`config.mk`:
```
export PLATFORM = sky130hd
export DESIGN_NAME = mmirq_top
export DESIGN_NICKNAME = d
export VERILOG_FILES = /design/src/rtl/mmirq_pkg.sv /design/src/rtl/mmirq_decode.sv /design/src/rtl/mmirq_regfile.sv /design/src/rtl/mmirq_line_fsm.sv /design/src/rtl/mmirq_top.sv
export SDC_FILE = /design/constraint.sdc
export NUM_CORES = 1
export LEC_CHECK = 0
export BUFFER_PORTS_ARGS = -buffer_cell sky130_fd_sc_hd__buf_2
export CAP_MARGIN = 20
export CORE_ASPECT_RATIO = 0.7
export CORE_MARGIN = 2
export CORE_UTILIZATION = 40
export DETAILED_ROUTE_END_ITERATION = 10
export PLACE_DENSITY_LB_ADDON = 0.2
export SETUP_SLACK_MARGIN = 0.4
export SLEW_MARGIN = 20
export SYNTH_ARGS = -nofsm -noshare
export SYNTH_HDL_FRONTEND = slang
export SYNTH_SLANG_ARGS = --single-unit
```
`constraint.sdc`:
```
create_clock -name clk -period 1.4 [get_ports clk]
set_clock_uncertainty 0.15 [all_clocks]
set_input_delay 0.14 -clock clk [delete_from_list [all_inputs] [get_ports clk]]
set_output_delay 0.14 -clock clk [all_outputs]
set_load 0.05 [all_outputs]
```
`src/rtl/mmirq_pkg.sv`:
```
package mmirq_pkg;

    localparam int OFF_W = 12;

    localparam logic [OFF_W-1:0] OFF_OUTA  = 12'h028;
    localparam logic [OFF_W-1:0] OFF_OUTB  = 12'h02C;
    localparam logic [OFF_W-1:0] OFF_CTRL  = 12'h04C;
    localparam logic [OFF_W-1:0] OFF_STAT  = 12'h050;
    localparam logic [OFF_W-1:0] OFF_SWSET = 12'h1F0;
    localparam logic [OFF_W-1:0] OFF_SWCLR = 12'h1F4;

    localparam int BIT_OUTB_RAISE = 29;
    localparam int BIT_CTRL_LOWER = 16;
    localparam int BIT_STAT_LOW_A = 16;
    localparam int BIT_STAT_LOW_B = 29;
    localparam int BIT_CTRL_FORCE = 17;

    typedef enum logic [2:0] {
        SEL_NONE,
        SEL_OUTA,
        SEL_OUTB,
        SEL_CTRL,
        SEL_STAT,
        SEL_SWSET,
        SEL_SWCLR
    } reg_sel_e;

    typedef enum logic [1:0] {
        CMD_HOLD,
        CMD_RAISE,
        CMD_LOWER
    } line_cmd_e;

    localparam int NPLAIN = 4;

    function automatic reg_sel_e plain_sel(input int idx);
        case (idx)
            0:       return SEL_OUTA;
            1:       return SEL_OUTB;
            2:       return SEL_CTRL;
            default: return SEL_STAT;
        endcase
    endfunction

endpackage

```
`src/rtl/mmirq_decode.sv`:
```
module mmirq_decode
    import mmirq_pkg::*;
#(
    parameter int ADDR_W = 12
) (
    input  logic [ADDR_W-1:0] addr,
    output reg_sel_e          sel
);

    always_comb begin
        sel = SEL_NONE;
        if (addr == ADDR_W'(OFF_OUTA))       sel = SEL_OUTA;
        else if (addr == ADDR_W'(OFF_OUTB))  sel = SEL_OUTB;
        else if (addr == ADDR_W'(OFF_CTRL))  sel = SEL_CTRL;
        else if (addr == ADDR_W'(OFF_STAT))  sel = SEL_STAT;
        else if (addr == ADDR_W'(OFF_SWSET)) sel = SEL_SWSET;
        else if (addr == ADDR_W'(OFF_SWCLR)) sel = SEL_SWCLR;
    end

endmodule

```
`src/rtl/mmirq_regfile.sv`:
```
module mmirq_regfile
    import mmirq_pkg::*;
#(
    parameter int DATA_W = 32
) (
    input  logic              clk,
    input  logic              rst_n,
    input  logic              wr_en,
    input  reg_sel_e          sel,
    input  logic [DATA_W-1:0] wdata,
    output logic [DATA_W-1:0] rdata,
    output line_cmd_e         cmd
);

    localparam logic [DATA_W-1:0] FORCE_MASK = DATA_W'(1) << BIT_CTRL_FORCE;

    logic [NPLAIN-1:0][DATA_W-1:0] plain_rd;
    logic [DATA_W-1:0]             sw_q;

    // Plain storage words: identical load-on-select registers
    for (genvar gi = 0; gi < NPLAIN; gi++) begin : g_plain
        logic [DATA_W-1:0] word_q;
        always_ff @(posedge clk or negedge rst_n) begin
            if (!rst_n)
                word_q <= '0;
            else if (wr_en && sel == plain_sel(gi))
                word_q <= wdata;
        end
        assign plain_rd[gi] = word_q;
    end

    // Software word with separate set and clear aliases
    always_ff @(posedge clk or negedge rst_n) begin
        if (!rst_n)
            sw_q <= '0;
        else if (wr_en && sel == SEL_SWSET)
            sw_q <= sw_q | wdata;
        else if (wr_en && sel == SEL_SWCLR)
            sw_q <= sw_q & ~wdata;
    end

    always_comb begin
        unique case (sel)
            SEL_OUTA:  rdata = plain_rd[0];
            SEL_OUTB:  rdata = plain_rd[1];
            SEL_CTRL:  rdata = plain_rd[2] | FORCE_MASK;
            SEL_STAT:  rdata = plain_rd[3];
            SEL_SWSET,
            SEL_SWCLR: rdata = sw_q;
            default:   rdata = '0;
        endcase
    end

    always_comb begin
        cmd = CMD_HOLD;
        if (wr_en) begin
            unique case (sel)
                SEL_OUTB:  if (wdata[BIT_OUTB_RAISE]) cmd = CMD_RAISE;
                SEL_CTRL:  if (wdata[BIT_CTRL_LOWER]) cmd = CMD_LOWER;
                SEL_STAT:  if (wdata[BIT_STAT_LOW_A] || wdata[BIT_STAT_LOW_B]) cmd = CMD_LOWER;
                SEL_SWSET: cmd = CMD_RAISE;
                SEL_SWCLR: cmd = CMD_LOWER;
                default:   cmd = CMD_HOLD;
            endcase
        end
    end

endmodule

```
`src/rtl/mmirq_line_fsm.sv`:
```
module mmirq_line_fsm
    import mmirq_pkg::*;
(
    input  logic      clk,
    input  logic      rst_n,
    input  line_cmd_e cmd,
    output logic      line
);

    typedef enum logic {
        LINE_IDLE,
        LINE_ASSERTED
    } line_state_e;

    line_state_e state_q, state_d;

    always_ff @(posedge clk or negedge rst_n) begin
        if (!rst_n) state_q <= LINE_IDLE;
        else        state_q <= state_d;
    end

    always_comb begin
        state_d = state_q;
        unique case (state_q)
            LINE_IDLE:     if (cmd == CMD_RAISE) state_d = LINE_ASSERTED;
            LINE_ASSERTED: if (cmd == CMD_LOWER) state_d = LINE_IDLE;
            default:       state_d = LINE_IDLE;
        endcase
    end

    always_comb begin
        line = (state_q == LINE_ASSERTED);
    end

endmodule

```
`src/rtl/mmirq_top.sv`:
```
module mmirq_top
    import mmirq_pkg::*;
#(
    parameter int ADDR_W = 12,
    parameter int DATA_W = 32
) (
    input  logic              clk,
    input  logic              rst_n,
    input  logic              req_valid,
    input  logic              req_write,
    input  logic [ADDR_W-1:0] req_addr,
    input  logic [DATA_W-1:0] req_wdata,
    output logic              rsp_valid,
    output logic [DATA_W-1:0] rsp_rdata,
    output logic              rsp_err,
    output logic              irq
);

    reg_sel_e          sel;
    line_cmd_e         cmd;
    logic [DATA_W-1:0] rd_comb;
    logic              wr_en;
    logic              miss;

    mmirq_decode #(.ADDR_W(ADDR_W)) u_decode (
        .addr (req_addr),
        .sel  (sel)
    );

    assign miss  = (sel == SEL_NONE);
    assign wr_en = req_valid && req_write && !miss;

    mmirq_regfile #(.DATA_W(DATA_W)) u_regs (
        .clk   (clk),
        .rst_n (rst_n),
        .wr_en (wr_en),
        .sel   (sel),
        .wdata (req_wdata),
        .rdata (rd_comb),
        .cmd   (cmd)
    );

    mmirq_line_fsm u_line (
        .clk   (clk),
        .rst_n (rst_n),
        .cmd   (cmd),
        .line  (irq)
    );

    always_ff @(posedge clk or negedge rst_n) begin
        if (!rst_n) begin
            rsp_valid <= 1'b0;
            rsp_rdata <= '0;
            rsp_err   <= 1'b0;
        end else begin
            rsp_valid <= req_valid;
            rsp_err   <= req_valid && miss;
            rsp_rdata <= (req_valid && !req_write) ? rd_comb : '0;
        end
    end

endmodule

```
=== After elaboration in Yosys (flattened, before gate mapping) ===
Cells that the tools add are included.
Widths: inputs -> output; s select.

* Logic and storage cells: 61
* Register bits after elaboration: 195
* Input bits: 48

* Reductions and logical operators: 16
* Muxes and demuxes: 18
* Bitwise logic cells: 4
* Eq/ne operators: 14

{| class="wikitable"
|+ Operators by type and width
! kind !! number
|-
| $pmux 32 s5 || 1
|-
| $mux 32 || 3
|-
| $and 32x32->32 || 1
|-
| $not 32->32 || 1
|-
| $or 32x32->32 || 1
|-
| $eq 12x6->1 const B || 2
|-
| $eq 12x7->1 const B || 2
|-
| $eq 12x9->1 const B || 2
|-
| $mux 3 || 6
|-
| $logic_and 1x1->1 || 10
|-
| $pmux 2 s5 || 1
|-
| $eq 3x3->1 const B || 3
|-
| $eq 3x2->1 const B || 2
|-
| $mux 2 || 3
|-
| $eq 3x1->1 const B || 1
|-
| $logic_not 3->1 || 1
|-
| $mux 1 || 3
|-
| $eq 2x1->1 const B || 1
|-
| $eq 2x2->1 const B || 1
|-
| $logic_not 1->1 || 2
|-
| $pmux 1 s2 || 1
|-
| $reduce_bool 2->1 || 1
|-
| $reduce_or 2->1 || 1
|-
| $logic_or 1x1->1 || 1
|-
| $not 1->1 || 1
|}

=== Logic depth before layout (Yosys ltp) ===
Gate-level depths: netlist (run 1).

* Depth in word-level cells: 14
* Depth in mapped cells: 9
* Gate-level depth less buffers: 5

=== Modules after synthesis ===
Synthesis (run 1) repeated with hierarchy kept, for this count alone.

* Cells, all modules: 672
* Area total of the unflattened synthesis: 8976.1 um^2

{| class="wikitable"
|+ Modules (own cells, without submodules)
! module !! sequential area each (um^2) !! area each (um^2) !! cells an instance !! times used
|-
| mmirq_regfile || 3978.8 || 7641.1 || 579 || 1
|-
| mmirq_top || 850.8 || 1179.9 || 74 || 1
|-
| mmirq_decode || 0.0 || 115.1 || 16 || 1
|-
| mmirq_line_fsm || 25.0 || 40.0 || 3 || 1
|}

=== Least setup slack after synthesis (run 1) ===
No wires, ideal clock.

* Path type: input port to flip-flop
* From: in req_addr[9]
* To: reg u_regs.g_plain[3].word_q[10]
* Buffers on the path: 4
* Data arrival time: 2.000 ns
* Cell stages on the path: 9
* Library setup time: 0.125 ns
* Path slack: -0.875 ns
* Data required time: 1.125 ns
* Cell sequence: or3_1 > buf_2 > or2_1 > buf_6 > nor4_4 > and3_1 > buf_6 > buf_12 > mux2_4

* Longest elaborated chain between the ends: 11

{| class="wikitable"
|+ Ends and longest elaborated chain
! element !! RTL line !! source
|-
| start: declaration || mmirq_top.sv:11 || <nowiki>input logic [ADDR_W-1:0] req_addr,</nowiki>
|-
| $eq 12x9->1 || mmirq_decode.sv:17 || <nowiki>else if (addr == ADDR_W'(OFF_SWCLR)) sel = SEL_SWCLR;</nowiki>
|-
| $mux 3 || mmirq_decode.sv:17 ||
|-
| $mux 3 || mmirq_decode.sv:16 || <nowiki>else if (addr == ADDR_W'(OFF_SWSET)) sel = SEL_SWSET;</nowiki>
|-
| $mux 3 || mmirq_decode.sv:15 || <nowiki>else if (addr == ADDR_W'(OFF_STAT)) sel = SEL_STAT;</nowiki>
|-
| $mux 3 || mmirq_decode.sv:14 || <nowiki>else if (addr == ADDR_W'(OFF_CTRL)) sel = SEL_CTRL;</nowiki>
|-
| $mux 3 || mmirq_decode.sv:13 || <nowiki>else if (addr == ADDR_W'(OFF_OUTB)) sel = SEL_OUTB;</nowiki>
|-
| $mux 3 (*) || mmirq_decode.sv:12 || <nowiki>if (addr == ADDR_W'(OFF_OUTA)) sel = SEL_OUTA;</nowiki>
|-
| $logic_not 3->1 || mmirq_top.sv:30 || <nowiki>assign miss = (sel == SEL_NONE);</nowiki>
|-
| $logic_not 1->1 || mmirq_top.sv:31 || <nowiki>assign wr_en = req_valid && req_write && !miss;</nowiki>
|-
| $logic_and 1x1->1 || mmirq_top.sv:31 ||
|-
| $logic_and 1x1->1 (*) || mmirq_regfile.sv:26 || <nowiki>else if (wr_en && sel == plain_sel(gi))</nowiki>
|-
| end signal: assignment || mmirq_regfile.sv:27 || <nowiki>word_q <= wdata;</nowiki>
|-
| end: declaration || mmirq_regfile.sv:22 || <nowiki>logic [DATA_W-1:0] word_q;</nowiki>
|}

Mark *: on every way between the ends. The rest lies on a longest branch, timed or not.
A chain may end at the register's enable or synchronous reset.

=== Worst setup path after layout (run 1) ===
* From: in req_addr[0]
* To: reg u_regs.g_plain[0].word_q[15]

* Longest elaborated chain between the ends: 11

{| class="wikitable"
|+ Ends and longest elaborated chain
! element !! RTL line
|-
| $eq 12x9->1 || mmirq_decode.sv:17
|-
| $mux 3 || mmirq_decode.sv:17
|-
| $mux 3 || mmirq_decode.sv:16
|-
| $mux 3 || mmirq_decode.sv:15
|-
| $mux 3 || mmirq_decode.sv:14
|-
| $mux 3 || mmirq_decode.sv:13
|-
| $mux 3 (*) || mmirq_decode.sv:12
|-
| $logic_not 3->1 || mmirq_top.sv:30
|-
| $logic_not 1->1 || mmirq_top.sv:31
|-
| $logic_and 1x1->1 || mmirq_top.sv:31
|-
| $logic_and 1x1->1 (*) || mmirq_regfile.sv:26
|-
| end signal: assignment || mmirq_regfile.sv:27
|-
| end: declaration || mmirq_regfile.sv:22
|}

Marked as above.

==> summary.txt, run 1 <==
Critical path
  – WP buf/inv: 4
  – Crit path DAT: around 2000 ps
  – Family with the most delay on the worst path: simple AND/OR/NAND/NOR gates
  – Critical path type: in -> reg
  – Reg-to-reg setup timing slack: 70 ps
  – Slowest CP cell: or4_4
  – Worst path cell trace: buf_6 -> or4_4 -> buf_6 -> nor2_2 -> and4_4 -> buf_12 -> buf_12 -> mux2_4
  – CP startpoint kind: primary input
  – Crit path max fanout: 5
  – Slowest stage delay, CP: roughly 570 ps
  – Setup crit start: req_addr[0]
  – Crit end category: flip-flop
  – Worst Path Required: 1570 ps

Place
  – Dpl hpwl: 14.30 mm
  – Placed Cells: 1,073
  – Area after DPL: between 10,000 and 15,000 sq um
  – Port bufs: a little over 80
  – GP Congestion: between 0.8 and 0.9

STA
  – Crit path time final: 1805 ps
  – Slew Viols, Final: 0
  – Finish-stage setup viols: between 150 and 200
  – Max-slew headroom: a little over three fifths
  – Hold Violations, Final: 0
  – Setup TNS: -56,240 ps
  – Max Fclk: approximately 550 MHz
  – RSZ-0062 raised after global routing: yes
  – Period Utilization, post-route: 128.9%
  – WHS: 38.87 ps
  – Final setup margin: -405.2 ps
  – Tightest Pin Transition: around 560 ps

Die
  – Starting Density: roughly 41%
  – Placement row count: 44
  – DIE AREA: around 23,000 sq um
  – Number of top-level pins: 83
  – Chip width: between 150 and 200 um
  – Core area: approximately 21,000 sq um
  – Die H: 127.1 um

Yosys
  – Post-synthesis sequential area ratio: 56.08%
  – Mean post-synth cell area: 12.12 sq um
  – Mapped Nets: around 760
  – Syn Inst Count: approximately 710
  – Ys flop type: dfrtp_1
  – Post-synth EDFFs: 0
  – Mapped cell area: about 8700 sq um
  – YS warnings: 0
  – Asr flop ratio synth: 100.0%
  – Flops & latches, synth: just under 200
  – Yosys cell types: 41

Global routing
  – Antenna violations before repair: 0
  – Number of global-route vias before repair: between 7,000 and 8,000
  – Overflow after GRT: 0
  – Largest net degree at the start of global routing: 48
  – First-pass GRT wire length: around 42 mm
  – GRT Resource Usage Total: 24.01%

Clock tree
  – TritonCTS buffer count: 17
  – H-Tree Depth: 4
  – Clk_lat worst skew: 440 ps
  – Root Driver: clkbuf_16
  – CTS tree: built
  – Clk buf depth: 2
  – CTS sink cnt: 194
  – Worst-path clk slew: around 70 ps

Pwr
  – Leakage: ~5.7 nW
  – Pwr Density: 872.8 nW/um^2
  – Peak supply drop: between 800 and 900 uV
  – Overall Power: 11.09 mW

Finish
  – Layout cells sized above 1: approximately 49%
  – Post-Layout Cell Count: between 1,000 and 1,500
  – ANT cells: 0
  – # nets final: 940
  – Area grow syn2layout: 46.80%
  – Post-route cell area: roughly 13,000 sq um

Detailed routing
  – DRC Markers: 0
  – Antenna Nets Post-Route: 0
  – DRT Pass-1 Iters: 5
  – Vias post-DR: roughly 7,000
  – Routed len/inst: 24.13 um
  – DR iter-0 viols: a little over 600
  – Drt total wl: ~28 mm
  – Vias per std cell: roughly 6

Flow run
  – Number of max-cap violations: 0

Outcome
  – Failing checks: setup timing
  – Outcome: finished, violations left

Hold path
  – Hold crit path type: in -> async
==> final cells by class <==
cell class	instances	area (sq um)
fillers	1625	8267
flip-flops and latches	194	4855
multi-input cells	454	4357
repair buffers	224	2595
clock buffers	21	450.4
well taps	276	345.3
clock inverters	10	102.6
inverters	1	3.754
==> placed cells by master, fill, tap and decap left out, types with 3 or more instances in the layout <==
cell type / netlist / routed
nand4_1: 31 / 31
nor2b_1: 4 / 3
dfrtp_1: 194 / 194
mux2_1: 97 / 7
a21oi_4: 0 / 8
clkbuf_16: 0 / 23
clkbuf_1: 48 / 3
o21ai_2: 0 / 8
nand2_2: 0 / 22
o21ai_1: 33 / 25
buf_12: 3 / 28
clkinvlp_4: 0 / 4
a21oi_2: 0 / 25
buf_2: 8 / 43
a21oi_1: 64 / 31
dlygate4sd3_1: 0 / 34
nor2_2: 1 / 3
nand3b_1: 3 / 3
o22ai_1: 31 / 31
nand4b_1: 32 / 32
buf_6: 2 / 53
nand2_4: 0 / 20
mux2_4: 30 / 120
a22oi_1: 34 / 34
buf_4: 3 / 44
nor4_4: 1 / 5
nand2_1: 66 / 24
buf_16: 0 / 13
==> cells in the mapped netlist (all sizes together) (5+ instances only) <==
cell | count | area [sq um]
o22ai | 31 | 193.9
nand2 | 66 | 247.7
o21ai | 33 | 165.2
dfrtp | 194 | 4855
a21oi | 64 | 320.3
buf | 17 | 148.9
nand4 | 31 | 193.9
nor4 | 5 | 65.07
a22oi | 34 | 255.2
clkbuf | 48 | 180.2
mux2 | 127 | 1543
nand4b | 32 | 280.3
==> power breakdown <==
| part | switching (mW) | total (mW) | internal, mW |
|---|---|---|---|
| Sequential | 0.00858 | 5.62 | 5.61 |
| Combinational | 0.451 | 0.736 | 0.285 |
| Clock | 2.22 | 4.73 | 2.51 |
==> path summary, 6_finish.rpt <==
kind	to	cells after the start
hold / removal	rsp_rdata[11]	2
hold reg to reg	flip-flop	2
min in group clk	u_line.line	4
max in group asynchronous	u_regs.g_plain[3].word_q[21]	3
setup reg to reg	rsp_rdata[20]	4
setup / recovery	u_regs.g_plain[0].word_q[15]	8
==> stage by stage <==
| stage | util, % | worst slack (ps) |
|---|---|---|
| floorplan | - | -875.0 |
| global placement | 47.68 | -1016 |
| detailed placement | 47.68 | -920.6 |
| CTS | 57.99 | -354.5 |
| global route | 60.59 | -411.9 |
| finish | 60.59 | -405.2 |
==> routing by layer <==
layer	wire [um]	track usage (%)
met1	12900	33.15
met3	1493	5.416
met4	584	8.800
met5	0	0
met2	13500	37.41
==> logic make-up after synthesis <==
| family | count (synthesis) | share of synthesized area (%) |
|---|---|---|
| mux | 127 | 17.82 |
| buf+inv | 66 | 3.844 |
| compound gates | 167 | 11.27 |
| simple gates | 160 | 10.98 |
| flops | 194 | 56.08 |
==> what timing repair did <==
action / 4_1_cts / 5_1_grt
hold endpoints to repair: 354 / 0
pin swaps: 7 / 46
endpoints found under the setup margin: 228 / 228
hold buffers: 34 / 0
buffers inserted: 20 / 2
cloned: 14 / 6
gates resized for setup: 198 / 104
Note: power is estimated with default switching activity, not from simulation.
==> run 2, diff against run 1 <==
MAX_ROUTING_LAYER = met4   (was not set)
==> run 2 against run 1 <==
Compared with the run above:
- critical endpoint is now u_regs.g_plain[1].word_q[7]
- hold slack got worse by 17 ps
- combinational power increased by 5.8%
- the run still ends with setup timing left
- global-route usage increased by 1.2 points
- sequential cell count unchanged
==> summary.txt, run 2 (synthesis results as in run 1) <==
Outcome
  – Outcome: finished, violations left
  – Failing checks: setup timing

Pwr
  – Pwr Density: 871.5 nW/um^2 (-0.15%)
  – Peak supply drop: 1014 uV (+18%)
  – Leakage: 5.952 nW (+4.9%)

Clock tree
  – Root Driver: clkbuf_16
  – Clk_lat worst skew: 440 ps (about the same)
  – Clk buf depth: 2 (unchanged)
  – H-Tree Depth: 4 (unchanged)
  – CTS tree: built
  – TritonCTS buffer count: 17 (unchanged)
  – CTS sink cnt: 194 (unchanged)
  – Worst-path clk slew: 70 ps (about the same)

Place
  – Dpl hpwl: 14.89 mm (+4.1%)
  – Port bufs: 82 (unchanged)
  – GP Congestion: 0.8387 (-0.71%)
  – Area after DPL: 10,050 sq um (+0.45%)
  – Post-Place Worst Slack: -995.0 ps (-74.41 ps)

Global routing
  – First-pass GRT wire length: 43.33 mm (+2.5%)
  – GRT Resource Usage Total: 25.20% (+1.2 points)
  – Overflow after GRT: 0 (unchanged)
  – Number of global-route vias before repair: 7,343 (+1.9%)
  – Largest net degree at the start of global routing: 48 (unchanged)
  – Antenna violations before repair: 0 (unchanged)

Hold path
  – Hold crit path type: in -> reg
  – Hold path depth: 4

Die
  – Number of top-level pins: 83 (unchanged)
  – Chip width: 179.8 um (unchanged)
  – Starting Density: 41.27% (unchanged)
  – Die H: 127.1 um (unchanged)
  – Core area: 20,980 sq um (unchanged)
  – DIE AREA: 22,850 sq um (unchanged)
  – Placement row count: 44 (unchanged)

Critical path
  – Critical path type: in -> reg
  – Slowest stage delay, CP: 580 ps (about the same)
  – CP most frequent cell: buf_6
  – R2r worst-path depth: 4 (unchanged)
  – Worst Path Required: 1570 ps (about the same)
  – Worst path cell trace: buf_6 -> or4_4 -> buf_6 -> nor4_4 -> buf_6 -> buf_12 -> buf_16 -> mux2_4
  – Slowest CP cell: or4_4
  – Crit path max fanout: 6 (+1)
  – Crit end category: flip-flop
  – CP startpoint kind: primary input
  – Crit path DAT: 1980 ps (about the same)

STA
  – Finish-stage setup viols: 188 (-2.1%)
  – Crit path time final: 1812 ps (+6.844 ps)
  – Hold Violations, Final: 0 (unchanged)
  – Slew Viols, Final: 0 (unchanged)
  – WHS: 21.72 ps (-17.15 ps)
  – Max Fclk: 551.9 MHz (-0.38%)
  – Setup TNS: -53,190 ps (+3050 ps)
  – Period Utilization, post-route: 129.4% (+0.49 points)
  – Max-slew headroom: 70.28% (+7.8 points)
  – RSZ-0062 raised after global routing: yes
  – Tightest Pin Transition: 444.7 ps (-117.3 ps)
  – Final setup margin: -412.0 ps (-6.844 ps)

Finish
  – # nets final: 956 (+1.7%)
  – Core Util, Final: 62.36% (+1.8 points)
  – Filler cells: 1,548 (-4.7%)
  – Layout cells sized above 1: 51.25% (+2.2 points)
  – Most frequent cells in the layout: dfrtp_1 (194), mux2_4 (117), buf_6 (61)
  – Area grow syn2layout: 51.09%
  – ANT cells: 0 (unchanged)
  – Commonest non-fill, non-tap cell in the layout: dfrtp_1
  – Post-route cell area: 13,080 sq um (+2.9%)

Detailed routing
  – Routed wl met3: 1.707 mm (+14%)
  – Routed length on met2: 13.93 mm (+3.2%)
  – Vias post-DR: 7,107 (+2.8%)
  – DRT Pass-1 Iters: 5 (unchanged)
  – Antenna Nets Post-Route: 0 (unchanged)
  – Top Metal Used: met4
  – Vias per std cell: 5.937 (+1.3%)
  – Metal-1 WL: 13.04 mm (+1.1%)
  – Routed len/inst: 24.58 um (+1.9%)
  – DR iter-0 viols: 638 (+5.1%)
  – DRC Markers: 0 (unchanged)
  – Drt total wl: 29.43 mm (+3.3%)

Flow run
  – Number of max-cap violations: 0 (unchanged)
## run 2: metrics by stage
step           power, mW  std cells
2_1_floorplan      5.889        714
3_3_place_gp       6.329       1074
3_5_place_dp       6.346       1074
4_1_cts            11.39       1182
5_1_grt            11.76       1197
6_report           11.40       1197
## run 2: worst paths after layout
| kind | from | to | slack (ps) |
|---|---|---|---|
| min in group asynchronous | rst_n | u_regs.g_plain[2].word_q[15] | 30 |
| worst min-delay path | req_wdata[29] | flip-flop | 20 |
| worst max-delay path | req_addr[7] | u_regs.g_plain[1].word_q[7] | -410 |
| worst min register to register | u_regs.g_plain[1].word_q[14] | u_regs.g_plain[1].word_q[14] | 340 |
| max in group asynchronous | rst_n | u_regs.g_plain[0].word_q[21] | 490 |
| worst max register to register | flip-flop | rsp_rdata[31] | 130 |
## run 2: critical path: cells and delay by family
family                 cells  cell delay [ps]
multiplexers               1              300
buffers and inverters      5              650
AND/OR/NAND/NOR            2              860
## run 2: layout make-up
| class | count | area, sq um | area share [%] |
|---|---|---|---|
| timing repair buffer | 240 | 2861 | 21.88 |
| clock buffer | 17 | 425.4 | 3.252 |
| clock inverter | 15 | 165.2 | 1.263 |
| inverter | 1 | 3.754 | 0.02870 |
| tap | 276 | 345.3 | 2.640 |
| multi-input combinational | 454 | 4424 | 33.82 |
| sequential | 194 | 4855 | 37.12 |
## run 2: metal layers
| metal | vias to the layer above | GRT usage [%] |
|---|---|---|
| met4 | 0 | 7.795 |
| met3 | 52 | 4.504 |
| li1 | 3040 | - |
| met5 | - | - |
| met1 | 3736 | 33.91 |
| met2 | 279 | 39.24 |
## run 2: timing repair
action / CTS / global route
gates cloned: 16 / 8
setup endpoints to repair: 228 / 241
resized for setup: 209 / 121
hold buffers: 33 / 0
hold endpoints to repair: 354 / 0
pin swaps: 11 / 68
buffers inserted: 27 / 7
## run 2: power by group
group          switching [mW]  internal [mW]
logic                   0.473          0.306
clock network            2.44           2.56
registers             0.00894           5.61
==> run 3, diff against run 2 <==
SYNTH_HIERARCHICAL = 1   (was not set)
==> run 3 against run 2 <==
Compared with the run above:
- the flow finishes with violations (hold timing, setup timing)
- total power shrank 3.8%
- hold slack lost 52 ps
- sequential power is essentially flat
- largest cell class unchanged
- largest power group unchanged
==> summary.txt, run 3 <==
Pwr
  – Pwr Density: 882.7 nW/um^2 (+1.3%)
  – Sequential share of power: 51.1% (+1.8 points)
  – Clk pwr share: 43.9% (about the same)
  – Cell internal pwr: 8.379 mW (-1.1%)
  – Peak supply drop: 849.0 uV (-16%)
  – Net switching power figure: 2.585 mW (-12%)
  – Switch share: 23.57% (-2.1 points)
  – Logic pwr share: 4.9% (-1.9 points)
  – Leakage: 5.837 nW (-1.9%)

Yosys
  – Flops & latches, synth: 194 (unchanged)
  – Mean post-synth cell area: 13.36 sq um (+10%)
  – Post-synthesis sequential area ratio: 54.08% (-2.0 points)
  – Post-synth EDFFs: 0 (unchanged)
  – Top cells by area, synth: dfrtp_1 (54%), mux2_4 (9.9%), mux2_1 (8.2%), mux2i_1 (7.0%), and3b_1 (3.1%)
  – Area leader, netlist: dfrtp_1
  – Most frequent cells after synthesis: dfrtp_1 (194), mux2_1 (65), mux2i_1 (63), mux2_4 (59), inv_1 (34)
  – Syn Inst Count: 672 (-5.9%)
  – Ys flop type: dfrtp_1
  – Mapped cell area: 8976 sq um (+3.7%)
  – YS warnings: 6 (+6)
  – Yosys cell types: 45 (+9.8%)
  – Asr flop ratio synth: 100.0% (unchanged)
  – Mapped Nets: 720 (-5.5%)
  – Most common cell in the netlist: dfrtp_1
  – Yosys top cell area share: 54.08% (-2.0 points)

Finish
  – Core Util, Final: 56.86% (-5.5 points)
  – # nets final: 884 (-7.5%)
  – Layout cells sized above 1: 47.00% (-4.3 points)
  – Commonest non-fill, non-tap cell in the layout: dfrtp_1
  – Area grow syn2layout: 38.38%
  – Post-route cell area: 12,420 sq um (-5.0%)
  – ANT cells: 0 (unchanged)
  – Most frequent cells in the layout: dfrtp_1 (194), mux2_4 (97), mux2i_1 (63)

Place
  – Post-Place Worst Slack: -1260 ps (-264.5 ps)
  – Area after DPL: 10,240 sq um (+1.9%)
  – Port bufs: 82 (unchanged)
  – GP Congestion: 0.8832 (+5.3%)
  – Dpl hpwl: 14.93 mm (+0.23%)

Clock tree
  – H-Tree Depth: 4 (unchanged)
  – TritonCTS buffer count: 17 (unchanged)
  – Clk buf depth: 2 (unchanged)
  – Root Driver: clkbuf_16
  – CTS sink cnt: 194 (unchanged)
  – Worst-path clk slew: 70 ps (about the same)
  – Clk_lat worst skew: 440 ps (about the same)
  – CTS tree: built
  – Hold buffers post-CTS: 31 (-6.1%)

Critical path
  – Crit path max fanout: 8 (+2)
  – CP startpoint kind: primary input
  – Worst Path Required: 1570 ps (about the same)
  – Slowest CP cell: or4b_4
  – Family with the most delay on the worst path: simple AND/OR/NAND/NOR gates
  – Crit path DAT: 2310 ps (+330 ps)
  – Crit end category: flip-flop
  – Worst path cell trace: buf_6 -> or4b_4 -> o22ai_2 -> and3_4 -> buf_6 -> and2b_4 -> and3_4 -> buf_12 -> buf_12 -> mux2_4
  – WP buf/inv: 4 (-1)
  – Slowest stage delay, CP: 580 ps (about the same)
  – Critical path type: in -> reg

Die
  – Placement row count: 45 (+2.3%)
  – Die H: 129.3 um (+1.8%)
  – Starting Density: 41.09% (-0.18 points)
  – DIE AREA: 23,670 sq um (+3.6%)
  – Chip width: 183.0 um (+1.8%)
  – Number of top-level pins: 83 (unchanged)
  – Core area: 21,850 sq um (+4.2%)

STA
  – Period Utilization, post-route: 152.8% (+23 points)
  – Hold Violations, Final: 5 (+5)
  – Crit path time final: 2139 ps (+327.3 ps)
  – Slew Viols, Final: 0 (unchanged)
  – Setup TNS: -131,510 ps (-78,320 ps)
  – Finish-stage setup viols: 193 (+2.7%)
  – WHS: -30.64 ps (-52.36 ps)
  – Max Fclk: 467.4 MHz (-15%)
  – RSZ-0062 raised after global routing: yes
  – Tightest Pin Transition: 461.7 ps (+16.91 ps)
  – Max-slew headroom: 69.22% (-1.1 points)
  – Final setup margin: -739.3 ps (-327.3 ps)

Detailed routing
  – DRC Markers: 0 (unchanged)
  – Antenna Nets Post-Route: 0 (unchanged)
  – Routed length on met2: 11.95 mm (-14%)
  – Vias post-DR: 6,202 (-13%)
  – Top Metal Used: met4
  – Drt total wl: 25.03 mm (-15%)
  – Routed wl met3: 849 um (-50%)
  – Vias per std cell: 5.484 (-7.6%)
  – DR iter-0 viols: 477 (-25%)
  – Routed len/inst: 22.13 um (-10%)
  – DRT Pass-1 Iters: 5 (unchanged)
  – Metal-1 WL: 11.91 mm (-8.7%)

Global routing
  – Overflow after GRT: 0 (unchanged)
  – Number of global-route vias before repair: 6,399 (-13%)
  – Largest net degree at the start of global routing: 40 (-17%)
  – Antenna violations before repair: 0 (unchanged)
  – First-pass GRT wire length: 37.50 mm (-13%)
  – GRT Resource Usage Total: 21.63% (-3.6 points)

Flow run
  – Number of max-cap violations: 0 (unchanged)

Outcome
  – Outcome: finished, violations left
  – Failing checks: hold timing, setup timing

Hold path
  – Hold crit path type: in -> reg
## run 3: cell count changes in the layout (fill, tap and decap cells not counted), moves of 21 or more
cell | previous run | this run
mux2i_1 | 0 | 63
a21oi_1 | 43 | 2
nand2_4 | 33 | 0
and3b_1 | 0 | 32
inv_1 | 1 | 33
nand4_1 | 31 | 0
nand4b_1 | 32 | 1
o22ai_1 | 31 | 0
o221ai_2 | 0 | 27
nand3_2 | 2 | 23
## run 3: worst paths after layout
kind	startpoint	end	slack, ps	cells past startpoint
max	req_addr[4]	u_regs/g_plain[3].word_q[27]	-740	10
min	req_wdata[16]	u_regs/g_plain[2].word_q[16]	-30	3
max reg2reg	flip-flop	rsp_rdata[17]	100	4
min reg2reg	u_regs/g_plain[2].word_q[1]	u_regs/g_plain[2].word_q[1]	340	1
max in group asynchronous	rst_n	asynchronous set/reset pin	520	3
min in group asynchronous	rst_n	rsp_rdata[14]	50	2
## run 3: area by class of cell
type                    count  area, sq um
clock buffers              20        446.7
fillers                  1705         9425
well taps                 282        352.8
multi-input cells         390         4429
clock inverters            12        122.6
flip-flops and latches    194         4855
inverters                  34        127.6
repair buffers            199         2087
## run 3: worst reg2reg max path: stages, from the launching register on
cell	delay, ps
dfrtp_1	420
mux2i_1	190
a2bb2oi_2	150
a22oi_1	100
and3b_1	190
## run 3: stage by stage
| step | power [mW] | cells |
|---|---|---|
| 2_1_floorplan | 5.820 | 672 |
| 3_3_place_gp | 6.147 | 1042 |
| 3_5_place_dp | 6.165 | 1042 |
| 4_1_cts | 11.05 | 1120 |
| 5_1_grt | 11.37 | 1131 |
| 6_report | 10.96 | 1131 |
## run 3: power groups by stage
stage	sequential, mW	clock, mW	combinational (mW)
2_1_floorplan	5.73	0	0.0936
3_3_place_gp	5.71	0	0.434
3_5_place_dp	5.71	0	0.452
4_1_cts	5.60	4.91	0.535
5_1_grt	5.60	5.18	0.590
6_report	5.60	4.82	0.540
## run 3: what timing repair did
action | 4_1_cts | 5_1_grt
gates resized for setup | 100 | 120
gates cloned | 2 | 5
buffers inserted | 13 | 6
pin swaps | 6 | 7
setup endpoints to repair | 228 | 228
hold endpoints to repair | 349 | 4
## run 3: metal layers
metal / vias up / track usage [%]
met1: 3253 / 29.54
met4: 0 / 6.118
met5: - / -
li1: 2792 / -
met3: 24 / 3.626
met2: 133 / 33.58
## run 3: logic make-up (layout without fill, tap and decap cells)
| group | Yosys count | count (layout) | synth area share, % |
|---|---|---|---|
| muxes | 191 | 191 | 25.55 |
| DFF | 194 | 194 | 54.08 |
| xor gates and xnor gates | 2 | 2 | 0.1952 |
| adders and majority gates | 1 | 1 | 0.1254 |
| buffers and inverters | 88 | 265 | 4.725 |
| and+or+nand+nor | 91 | 91 | 7.039 |
| AOI/OAI and AO/OA | 105 | 105 | 8.280 |
